==> src/rtl/stq_pkg.sv <==
package stq_pkg;
    typedef struct packed {
        logic held;       // slot holds a live store
        logic wb_ok;      // eligible for writeback
        logic cmt;        // committed
        logic cpl;        // memory write finished
    } stq_flags_t;

    localparam stq_flags_t STQ_FLAGS_CLR = '{held: 1'b0, wb_ok: 1'b0, cmt: 1'b0, cpl: 1'b0};
endpackage

==> src/rtl/stq_age_cmp.sv <==
module stq_age_cmp #(
    parameter int DEPTH = 8,
    parameter int SEQ_W = 16
) (
    input  logic [DEPTH-1:0][SEQ_W-1:0] seq_i,
    input  logic [DEPTH-1:0]            held_i,
    input  logic [SEQ_W-1:0]            ref_i,
    output logic [DEPTH-1:0]            older_o,
    output logic [DEPTH-1:0]            younger_o
);
    for (genvar g = 0; g < DEPTH; g++) begin : g_cmp
        assign older_o[g]   = held_i[g] && (seq_i[g] < ref_i);
        assign younger_o[g] = held_i[g] && (seq_i[g] > ref_i);
    end
endmodule

==> src/rtl/stq_popcnt.sv <==
module stq_popcnt #(
    parameter int DEPTH = 8,
    localparam int CNT_W = $clog2(DEPTH) + 1
) (
    input  logic [DEPTH-1:0] vec_i,
    output logic [CNT_W-1:0] cnt_o
);
    always_comb begin
        cnt_o = '0;
        for (int i = 0; i < DEPTH; i++) begin
            cnt_o = cnt_o + CNT_W'(vec_i[i]);
        end
    end
endmodule

==> src/rtl/stq_wb_sel.sv <==
module stq_wb_sel
    import stq_pkg::*;
(
    input  stq_flags_t flags_i,
    input  logic       blocked_i,
    output logic       go_o
);
    assign go_o = flags_i.held && flags_i.wb_ok && !flags_i.cpl && !blocked_i;
endmodule

==> src/rtl/stq_tracker.sv <==
module stq_tracker
    import stq_pkg::*;
#(
    parameter int DEPTH      = 8,    // power of two, one slot is the sentinel
    parameter int SEQ_W      = 16,
    parameter int ADDR_W     = 32,
    parameter int DATA_BYTES = 8,
    localparam int PTR_W  = $clog2(DEPTH),
    localparam int CNT_W  = $clog2(DEPTH) + 1,
    localparam int DATA_W = DATA_BYTES * 8,
    localparam int SIZE_W = $clog2(DATA_BYTES) + 1
) (
    input  logic              clk,
    input  logic              rst_n,
    input  logic              alloc_valid_i,
    input  logic [SEQ_W-1:0]  alloc_seq_i,
    output logic [PTR_W-1:0]  alloc_idx_o,
    output logic              full_o,
    output logic [CNT_W-1:0]  free_o,
    input  logic              wr_valid_i,
    input  logic [PTR_W-1:0]  wr_idx_i,
    input  logic [ADDR_W-1:0] wr_addr_i,
    input  logic [SIZE_W-1:0] wr_size_i,
    input  logic [DATA_W-1:0] wr_data_i,
    input  logic              commit_valid_i,
    input  logic [SEQ_W-1:0]  commit_seq_i,
    input  logic              squash_valid_i,
    input  logic [SEQ_W-1:0]  squash_seq_i,
    output logic              wb_valid_o,
    output logic [PTR_W-1:0]  wb_idx_o,
    output logic [SEQ_W-1:0]  wb_seq_o,
    output logic [ADDR_W-1:0] wb_addr_o,
    output logic [SIZE_W-1:0] wb_size_o,
    output logic [DATA_W-1:0] wb_data_o,
    input  logic              wb_accept_i,
    input  logic              retry_i,
    input  logic              done_valid_i,
    input  logic [PTR_W-1:0]  done_idx_i,
    output logic [CNT_W-1:0]  pend_cnt_o,
    output logic              pend_any_o
);
    localparam logic [CNT_W-1:0] CAP = CNT_W'(DEPTH - 1);

    typedef struct packed {
        logic [PTR_W-1:0]                head;
        logic [PTR_W-1:0]                tail;
        logic [PTR_W-1:0]                wbp;
        logic [CNT_W-1:0]                count;
        logic [CNT_W-1:0]                pend;
        logic                            blocked;
        stq_flags_t [DEPTH-1:0]          flg;
        logic [DEPTH-1:0][SEQ_W-1:0]     seq;
        logic [DEPTH-1:0][ADDR_W-1:0]    addr;
        logic [DEPTH-1:0][SIZE_W-1:0]    size;
        logic [DEPTH-1:0][DATA_W-1:0]    data;
    } state_t;

    state_t s_q, s_d;

    logic [DEPTH-1:0] held_vec, cmt_vec;
    logic [DEPTH-1:0] cm_older, cm_younger_unused, sq_older_unused, sq_younger;
    logic [DEPTH-1:0] new_cmt, kill;
    logic [CNT_W-1:0] new_cmt_n, kill_n;
    logic             wb_go, head_rel, alloc_ok;

    for (genvar g = 0; g < DEPTH; g++) begin : g_vec
        assign held_vec[g] = s_q.flg[g].held;
        assign cmt_vec[g]  = s_q.flg[g].cmt;
    end

    stq_age_cmp #(.DEPTH(DEPTH), .SEQ_W(SEQ_W)) commit_cmp_i (
        .seq_i(s_q.seq), .held_i(held_vec), .ref_i(commit_seq_i),
        .older_o(cm_older), .younger_o(cm_younger_unused)
    );

    stq_age_cmp #(.DEPTH(DEPTH), .SEQ_W(SEQ_W)) squash_cmp_i (
        .seq_i(s_q.seq), .held_i(held_vec), .ref_i(squash_seq_i),
        .older_o(sq_older_unused), .younger_o(sq_younger)
    );

    assign new_cmt = cm_older & ~cmt_vec;
    assign kill    = sq_younger & ~cmt_vec;

    stq_popcnt #(.DEPTH(DEPTH)) cmt_cnt_i  (.vec_i(new_cmt), .cnt_o(new_cmt_n));
    stq_popcnt #(.DEPTH(DEPTH)) kill_cnt_i (.vec_i(kill),    .cnt_o(kill_n));

    stq_wb_sel wb_sel_i (
        .flags_i(s_q.flg[s_q.wbp]), .blocked_i(s_q.blocked), .go_o(wb_go)
    );

    assign head_rel = s_q.flg[s_q.head].held && s_q.flg[s_q.head].cpl;
    assign alloc_ok = alloc_valid_i && (s_q.count < CAP) && !squash_valid_i;

    always_comb begin
        s_d = s_q;
        // data / address write port
        if (wr_valid_i && s_q.flg[wr_idx_i].held) begin
            s_d.addr[wr_idx_i] = wr_addr_i;
            s_d.size[wr_idx_i] = wr_size_i;
            s_d.data[wr_idx_i] = wr_data_i;
        end
        // memory completion
        if (done_valid_i && s_q.flg[done_idx_i].held) begin
            s_d.flg[done_idx_i].cpl = 1'b1;
        end
        // writeback handshake
        if (wb_go) begin
            if (wb_accept_i) begin
                s_d.wbp  = s_q.wbp + PTR_W'(1);
                s_d.pend = s_d.pend - CNT_W'(1);
            end else begin
                s_d.blocked = 1'b1;
            end
        end
        if (retry_i) begin
            s_d.blocked = 1'b0;
        end
        if (squash_valid_i) begin
            for (int i = 0; i < DEPTH; i++) begin
                if (kill[i]) s_d.flg[i] = STQ_FLAGS_CLR;
            end
            s_d.tail  = s_q.tail - PTR_W'(kill_n);
            s_d.count = s_d.count - kill_n;
        end else begin
            if (commit_valid_i) begin
                for (int i = 0; i < DEPTH; i++) begin
                    if (new_cmt[i]) begin
                        s_d.flg[i].cmt   = 1'b1;
                        s_d.flg[i].wb_ok = 1'b1;
                    end
                end
                s_d.pend = s_d.pend + new_cmt_n;
            end
            if (alloc_ok) begin
                s_d.flg[s_q.tail]      = STQ_FLAGS_CLR;
                s_d.flg[s_q.tail].held = 1'b1;
                s_d.seq[s_q.tail]      = alloc_seq_i;
                s_d.size[s_q.tail]     = '0;
                s_d.data[s_q.tail]     = '0;
                s_d.addr[s_q.tail]     = '0;
                s_d.tail               = s_q.tail + PTR_W'(1);
                s_d.count              = s_d.count + CNT_W'(1);
            end
        end
        // release the completed head
        if (head_rel) begin
            s_d.flg[s_q.head] = STQ_FLAGS_CLR;
            s_d.head          = s_q.head + PTR_W'(1);
            s_d.count         = s_d.count - CNT_W'(1);
        end
    end

    always_ff @(posedge clk or negedge rst_n) begin
        if (!rst_n) begin
            s_q <= '0;
        end else begin
            s_q <= s_d;
        end
    end

    assign alloc_idx_o = s_q.tail;
    assign full_o      = (s_q.count >= CAP);
    assign free_o      = CAP - s_q.count;
    assign wb_valid_o  = wb_go;
    assign wb_idx_o    = s_q.wbp;
    assign wb_seq_o    = s_q.seq[s_q.wbp];
    assign wb_addr_o   = s_q.addr[s_q.wbp];
    assign wb_size_o   = s_q.size[s_q.wbp];
    assign wb_data_o   = s_q.data[s_q.wbp];
    assign pend_cnt_o  = s_q.pend;
    assign pend_any_o  = (s_q.pend != '0);


    no_overflow_chk: assert property (@(posedge clk) disable iff (!rst_n)
        s_q.count <= CAP);


    full_alloc_ignored_chk: assert property (@(posedge clk) disable iff (!rst_n)
        full_o && alloc_valid_i && !squash_valid_i |=> alloc_idx_o == $past(alloc_idx_o));


    accept_drains_pend_chk: assert property (@(posedge clk) disable iff (!rst_n)
        wb_valid_o && wb_accept_i && !commit_valid_i |=> pend_cnt_o == $past(pend_cnt_o) - CNT_W'(1));


    refuse_blocks_chk: assert property (@(posedge clk) disable iff (!rst_n)
        wb_valid_o && !wb_accept_i && !retry_i |=> !wb_valid_o);


    free_only_on_release_chk: assert property (@(posedge clk) disable iff (!rst_n)
        !squash_valid_i && !head_rel |=> free_o <= $past(free_o));


    pend_bounded_chk: assert property (@(posedge clk) disable iff (!rst_n)
        pend_cnt_o <= s_q.count);
endmodule

==> config.mk <==
export PLATFORM = sky130hd
export DESIGN_NAME = stq_tracker
export DESIGN_NICKNAME = d
export VERILOG_FILES = /design/src/rtl/stq_pkg.sv /design/src/rtl/stq_age_cmp.sv /design/src/rtl/stq_popcnt.sv /design/src/rtl/stq_wb_sel.sv /design/src/rtl/stq_tracker.sv
export SDC_FILE = /design/constraint.sdc
export NUM_CORES = 2
export LEC_CHECK = 0
export BUFFER_PORTS_ARGS = -buffer_cell sky130_fd_sc_hd__buf_4
export CELL_PAD_IN_SITES_DETAIL_PLACEMENT = 0
export CELL_PAD_IN_SITES_GLOBAL_PLACEMENT = 1
export CORE_MARGIN = 3
export CORE_UTILIZATION = 48
export CTS_CLUSTER_SIZE = 24
export DETAILED_ROUTE_END_ITERATION = 16
export PLACE_DENSITY = 0.89
export SLEW_MARGIN = 20
export SYNTH_ARGS = -nofsm -noshare
export SYNTH_HDL_FRONTEND = slang
export SYNTH_SLANG_ARGS = --single-unit
==> constraint.sdc <==
create_clock -name clk -period 7.6 [get_ports clk]
set_clock_uncertainty 0.05 [all_clocks]
set_input_delay 0.38 -clock clk [delete_from_list [all_inputs] [get_ports clk]]
set_output_delay 0.38 -clock clk [all_outputs]
set_load 0.005 [all_outputs]
# After elaboration in Yosys (flattened, before gate mapping)
# Index checks and enable logic that the tools add are counted.
# Widths: inputs -> output; s select.
word_totals:
  register_bits: 978
  latch_bits: 0
  ramBits: 0
  rom_bits: 0
  input_bits: 163
  word_cells: 263
  n_memories: 0
classes:
  n_addsub: 24
  n_mul: 0
  n_div: 0
  magnitude_cmp: 27
  n_eq_ne: 1
  shift: 0
  mux: 91
  bitwise_logic: 13
  n_reduce_logical: 37
ops:
  columns: ["op", "n"]
  rows:
  - ["$mux 800", 2]
  - ["$mux 960", 1]
  - ["$and 512x512->512", 1]
  - ["$bwmux 512", 1]
  - ["$not 512->512", 1]
  - ["$demux 64 s3", 2]
  - ["$and 256x256->256", 1]
  - ["$bwmux 256", 1]
  - ["$not 256->256", 1]
  - ["$bmux 64 s3", 1]
  - ["$demux 32 s3", 2]
  - ["$mux 32", 6]
  - ["$mux 64", 3]
  - ["$bwmux 128", 1]
  - ["$gt 16x16->1", 8]
  - ["$lt 16x16->1", 8]
  - ["$and 32x32->32", 3]
  - ["$bmux 32 s3", 1]
  - ["$bwmux 32", 3]
  - ["$mux 4", 23]
  - ["$not 32->32", 2]
  - ["$bmux 4 s3", 5]
  - ["$demux 4 s3", 5]
  - ["$add 4x1->4", 12]
  - ["28 further kinds", 99]

# Depth between registers and ports, before layout
depth:
  ltp_word: 15
  ltp_mapped: 22
  ltp_nobuf: 22

# Hierarchy
# Synthesis repeated with hierarchy kept, for this count alone.
unflattened:
  hier_cells: 5392
  area_unflattened_um2: 53661.5
modules_own_cells:
  columns: ["module", "instances", "cells_per_inst", "area_each_um2", "seq_area_each_um2"]
  rows:
  - ["stq_tracker", 1, 4625, 47030.1, 24473.5]
  - ["stq_age_cmp", 2, 359, 3119.2, 0.0]
  - ["stq_popcnt", 2, 24, 190.2, 0.0]
  - ["stq_wb_sel", 1, 1, 12.5, 0.0]

# Worst setup path before layout
# Ideal clock, no wire load.
synth_timing:
  path_type: "input to register"
  start: "input port squash_seq_i[9]"
  end: "register s_q[968] (netlist name)"
  setup_time_ps: 80
  t_arrival_ps: 5298
  required_ps: 7470
  path_slack_ps: 2172
  cell_stages: 22
  cell_sequence: "inv_1 ha_1 a21o_1 a221o_1 a221o_1 a21oi_1 nor3_1 ha_1 inv_1 fa_1 inv_1 fa_1 fa_1 fa_1 inv_1 ha_1 nor2b_1 o31ai_1 a21oi_1 a31oi_1 xnor2_1 xnor2_1"
synth_rtl:
  columns: ["item", "line", "source"]
  rows:
  - ["start, declared", "stq_tracker.sv:28", "input logic [SEQ_W-1:0] squash_seq_i,"]
  - ["end signal, assigned", "stq_tracker.sv:155", "s_q <= '0;"]
  - ["end signal, assigned", "stq_tracker.sv:157", "s_q <= s_d;"]
  - ["end, declared", "stq_tracker.sv:58", "state_t s_q, s_d;"]

==> metrics.txt <==
# TYPE chip_impl_metric gauge
chip_impl_info{name="status",value="finished, final reports clean"} 1
chip_impl_metric{name="cpPeakStageDelay",unit="ns"} 0.64
chip_impl_info{name="type_of_element_capturing_the_critical_path",value="flip-flop"} 1
chip_impl_info{name="start_kind",value="flip-flop"} 1
chip_impl_metric{name="cp.buffers_inverters",unit=""} 3
chip_impl_info{name="post-synth-top-area-cell",value="sky130_fd_sc_hd__dfrtp_1"} 1
chip_impl_info{name="min_path_type",value="primary input to flip-flop"} 1
chip_impl_info{name="grt_setup_unrepaired",value="no"} 1
chip_impl_metric{name="grt_antenna_before_repair",unit=""} 20
chip_impl_info{name="end_point_of_the_most_critical_hold_path",value="alloc_idx_o[0]"} 1
chip_impl_metric{name="cts.htree.levels",unit=""} 3
chip_impl_metric{name="die_w",unit="um"} 336.8
chip_impl_metric{name="min_period",unit="ns"} 6.095
chip_impl_info{name="min_from",value="alloc_valid_i"} 1
chip_impl_metric{name="number_of_global_route_vias_before_repair",unit=""} 43250
chip_impl_metric{name="slew_viol_final",unit=""} 0
chip_impl_metric{name="netlist-cell-type-count",unit=""} 71
chip_impl_metric{name="timing.max_cap.violations",unit=""} 0
chip_impl_metric{name="number_of_buffers_inserted_by_port_buffering",unit=""} 295
chip_impl_info{name="category_of_cells_accounting_for_the_largest_share_of_critical_path_delay",value="adder cells"} 1
chip_impl_metric{name="max_slew_margin",unit="%"} 19.79
chip_impl_metric{name="synth-async-reset-ratio",unit="%"} 100.0
chip_impl_metric{name="netlist.area_leader.share",unit="%"} 46.59
chip_impl_metric{name="drive_gt1_share",unit="%"} 18.78
chip_impl_metric{name="core-area",unit="um2"} 107800
chip_impl_metric{name="maxClockFrequency",unit="MHz"} 164.1
chip_impl_metric{name="postSynthCellCount",unit=""} 5296
chip_impl_metric{name="postCtsResizedCells",unit=""} 0
chip_impl_metric{name="path_max_fanout",unit=""} 4
chip_impl_metric{name="synth_seq_area_share",unit="%"} 46.59
chip_impl_metric{name="post_drt_via_cell_ratio",unit=""} 6.210
chip_impl_info{name="cts-root-buf",value="sky130_fd_sc_hd__clkbuf_16"} 1
chip_impl_metric{name="grt_max_degree",unit=""} 195
chip_impl_metric{name="hold_depth",unit=""} 3
chip_impl_metric{name="finalSetupViolCount",unit=""} 0
chip_impl_metric{name="period_share",unit="%"} 80.20
chip_impl_metric{name="post_dp_hpwl",unit="mm"} 102.9
chip_impl_metric{name="synth.ff_latch_count",unit=""} 978
chip_impl_info{name="cpMostUsedCell",value="sky130_fd_sc_hd__fa_1"} 1
chip_impl_metric{name="syn-mean-instance-area",unit="um2"} 9.919
chip_impl_info{name="most_frequent_standard_cell_in_the_layout_excluding_fill_and_tap_cells",value="sky130_fd_sc_hd__nand2_1"} 1
chip_impl_metric{name="synth_nets",unit=""} 5738
chip_impl_metric{name="clk_pin_slew_worst_setup_hold_paths",unit="ns"} 0.06
chip_impl_metric{name="start_util",unit="%"} 48.73
chip_impl_metric{name="placement_rows",unit=""} 120
chip_impl_metric{name="grt_first_pass_wirelength",unit="mm"} 268.5
chip_impl_info{name="layout_common_cells",value="1,646 x sky130_fd_sc_hd__nand2_1, 975 x sky130_fd_sc_hd__dfrtp_1, 865 x sky130_fd_sc_hd__a21oi_1, 344 x sky130_fd_sc_hd__buf_4, 269 x sky130_fd_sc_hd__ha_1"} 1
chip_impl_metric{name="netlist_area_before_placement",unit="um2"} 52530
chip_impl_metric{name="ff2ff_path_depth",unit=""} 20
chip_impl_metric{name="routed-via-count",unit=""} 42990
chip_impl_metric{name="die_footprint",unit="um2"} 113400
chip_impl_metric{name="ctsLongestPathBuffers",unit=""} 3
chip_impl_metric{name="finalHoldViolCount",unit=""} 0
chip_impl_metric{name="grt_remaining_overflow",unit=""} 0
chip_impl_info{name="crit_path_cell_trace",value="ha_1, and3_1, a221o_1, a221oi_1, a2111oi_0, ha_1, inv_1, fa_1, inv_1, fa_1, fa_1, fa_1, inv_1, ha_1, nor2b_1, o31ai_1, a21oi_1, a31oi_1, xnor2_1, xnor2_1"} 1
chip_impl_metric{name="detail_route.wirelength",unit="mm"} 178.5
chip_impl_info{name="cts_tree",value="done"} 1
chip_impl_metric{name="worstPathArrival",unit="ns"} 6.65
chip_impl_metric{name="cts_buffers",unit=""} 105
chip_impl_metric{name="gr-usage-all-layers",unit="%"} 31.17
chip_impl_info{name="synth-main-ff-cell",value="sky130_fd_sc_hd__dfrtp_1"} 1
chip_impl_metric{name="route.detailed.wl_per_inst",unit="um"} 25.79
chip_impl_metric{name="area.growth.synth_to_final",unit="%"} 13.55
chip_impl_metric{name="dr.pass1.iters",unit=""} 5
chip_impl_metric{name="ff2ff_setup_slack",unit="ns"} 1.50
chip_impl_metric{name="initialDrtViolationCount",unit=""} 4907
chip_impl_info{name="capture_point_of_the_worst_reg_to_reg_path",value="s_q[968]"} 1
chip_impl_metric{name="worstSkewPairLatency",unit="ns"} 0.69
chip_impl_info{name="worst_path_max_delay_cell",value="sky130_fd_sc_hd__fa_1"} 1
chip_impl_metric{name="worst_ep_required_time",unit="ns"} 8.16
chip_impl_metric{name="total_power",unit="mW"} 24.51
chip_impl_metric{name="number_of_nets_in_the_layout",unit=""} 5859
chip_impl_metric{name="worst_supply_voltage_drop_on_vdd",unit="mV"} 0.3295
chip_impl_metric{name="leakagePower",unit="nW"} 26.91
chip_impl_metric{name="tightest_slew",unit="ns"} 1.200
chip_impl_metric{name="drc",unit=""} 0
chip_impl_metric{name="tns",unit="ns"} 0
chip_impl_metric{name="power_per_cell_area",unit="nW/um2"} 411.0
chip_impl_metric{name="placedInstanceArea",unit="um2"} 54900
chip_impl_metric{name="ioPinCount",unit=""} 296
chip_impl_metric{name="final_cell_area",unit="um2"} 59650
chip_impl_info{name="crit_type",value="flip-flop to flip-flop"} 1
chip_impl_metric{name="yosysWarningCount",unit=""} 0
chip_impl_metric{name="clock_sinks",unit=""} 978
chip_impl_metric{name="fillCellCount",unit=""} 9388
chip_impl_info{name="largest_cells_by_area_after_synthesis",value="sky130_fd_sc_hd__dfrtp_1 47%, sky130_fd_sc_hd__nand2_1 12%, sky130_fd_sc_hd__mux4_2 10%, sky130_fd_sc_hd__a21oi_1 8.2%, sky130_fd_sc_hd__ha_1 6.4%"} 1
chip_impl_metric{name="floorplan.die.height",unit="um"} 336.8
chip_impl_metric{name="gp_routability_congestion",unit=""} 0.9437
chip_impl_metric{name="synth_enable_flop_cells",unit=""} 0
chip_impl_metric{name="postRouteAntennaNets",unit=""} 0
## report_power, final
| group | internal (mW) | leakage (nW) | switching, mW |
|---|---|---|---|
| combinational | 5.11 | 12.4 | 4.76 |
| clock | 3.06 | 1.73 | 2.20 |
| sequential | 7.57 | 12.8 | 1.81 |
| total | 15.7 | 26.9 | 8.77 |
## Yosys cell counts, types with 24 or more instances
cell / n
sky130_fd_sc_hd__nand2_1: 1646
sky130_fd_sc_hd__dfrtp_1: 978
sky130_fd_sc_hd__a21oi_1: 865
sky130_fd_sc_hd__ha_1: 269
sky130_fd_sc_hd__mux2_2: 241
sky130_fd_sc_hd__mux4_2: 234
sky130_fd_sc_hd__clkbuf_1: 184
sky130_fd_sc_hd__buf_2: 143
sky130_fd_sc_hd__buf_4: 118
sky130_fd_sc_hd__inv_1: 82
sky130_fd_sc_hd__nor2_1: 63
sky130_fd_sc_hd__o21ai_0: 53
sky130_fd_sc_hd__a21o_1: 49
sky130_fd_sc_hd__nand4_1: 39
sky130_fd_sc_hd__nor3_1: 24
## worst register-to-register path: cells and delay by family (launching register included)
kind                       cells  cell delay [ns]
buffers and inverters          3             0.17
AOI/OAI and AO/OA              6             1.77
and+or+nand+nor                2             0.34
adders and majority gates      7             2.94
xor gates and xnor gates       2             0.30
DFF                            1             0.42
## metrics by stage
stage | setup WS (ns) | instances | hold slack, ns | util, %
2_1_floorplan | 2.172 | 5296 | 0.03441 | -
3_3_place_gp | 1.208 | 6591 | 0.4093 | 50.89
3_5_place_dp | 1.260 | 6593 | 0.4199 | 50.93
4_1_cts | 1.569 | 6904 | 0.01596 | 55.29
5_1_grt | 1.249 | 6912 | 0.05252 | 55.31
6_report | 1.505 | 6923 | 0.05345 | 55.33
## final cells by class
cell class | instances | area (um2) | area share, %
diodes | 19 | 47.55 | 0.07971
clock buffers | 157 | 3156 | 5.290
clock inverters | 34 | 347.8 | 0.5831
inverters | 82 | 307.8 | 0.5160
multi-input cells | 3773 | 25510 | 42.77
flip-flops and latches | 978 | 24480 | 41.05
well taps | 1403 | 1755 | 2.943
repair buffers | 477 | 4039 | 6.771
## layer usage
layer | GRT usage (%) | part of all wire, % | vias up
li1 | - | - | 18500
met1 | 43.27 | 40 | 21740
met2 | 48.57 | 46 | 2342
met3 | 6.363 | 9.7 | 403
met4 | 11.74 | 3.6 | 8
met5 | 0 | 0.031 | -
## logic make-up after synthesis
family | synth area share [%]
XOR/XNOR | 0.3001
AND/OR/NAND/NOR | 14.75
adder cells (fa/ha/maj) | 6.788
AO/OA/AOI/OAI | 11.19
buffers and inverters | 5.092
multiplexers | 15.28
flip-flops | 46.59
## timing repair
action                                 in CTS  in global routing
setup buffers                               0                  0
hold buffers                              120                  0
endpoints found under the hold margin    1012                  0
## worst max path at each step
stage,start,end,slack [ns],depth (start not counted)
4_1_cts,flip-flop,s_q[968],1.57,20
3_5_place_dp,squash_seq_i[11],s_q[968],1.26,22
6_report,flip-flop,s_q[968],1.50,20
2_1_floorplan,squash_seq_i[9],s_q[968],2.17,22
5_1_grt,flip-flop,s_q[968],1.25,20
3_3_place_gp,squash_seq_i[11],s_q[968],1.21,22
Power figures use the tool's default switching activity.
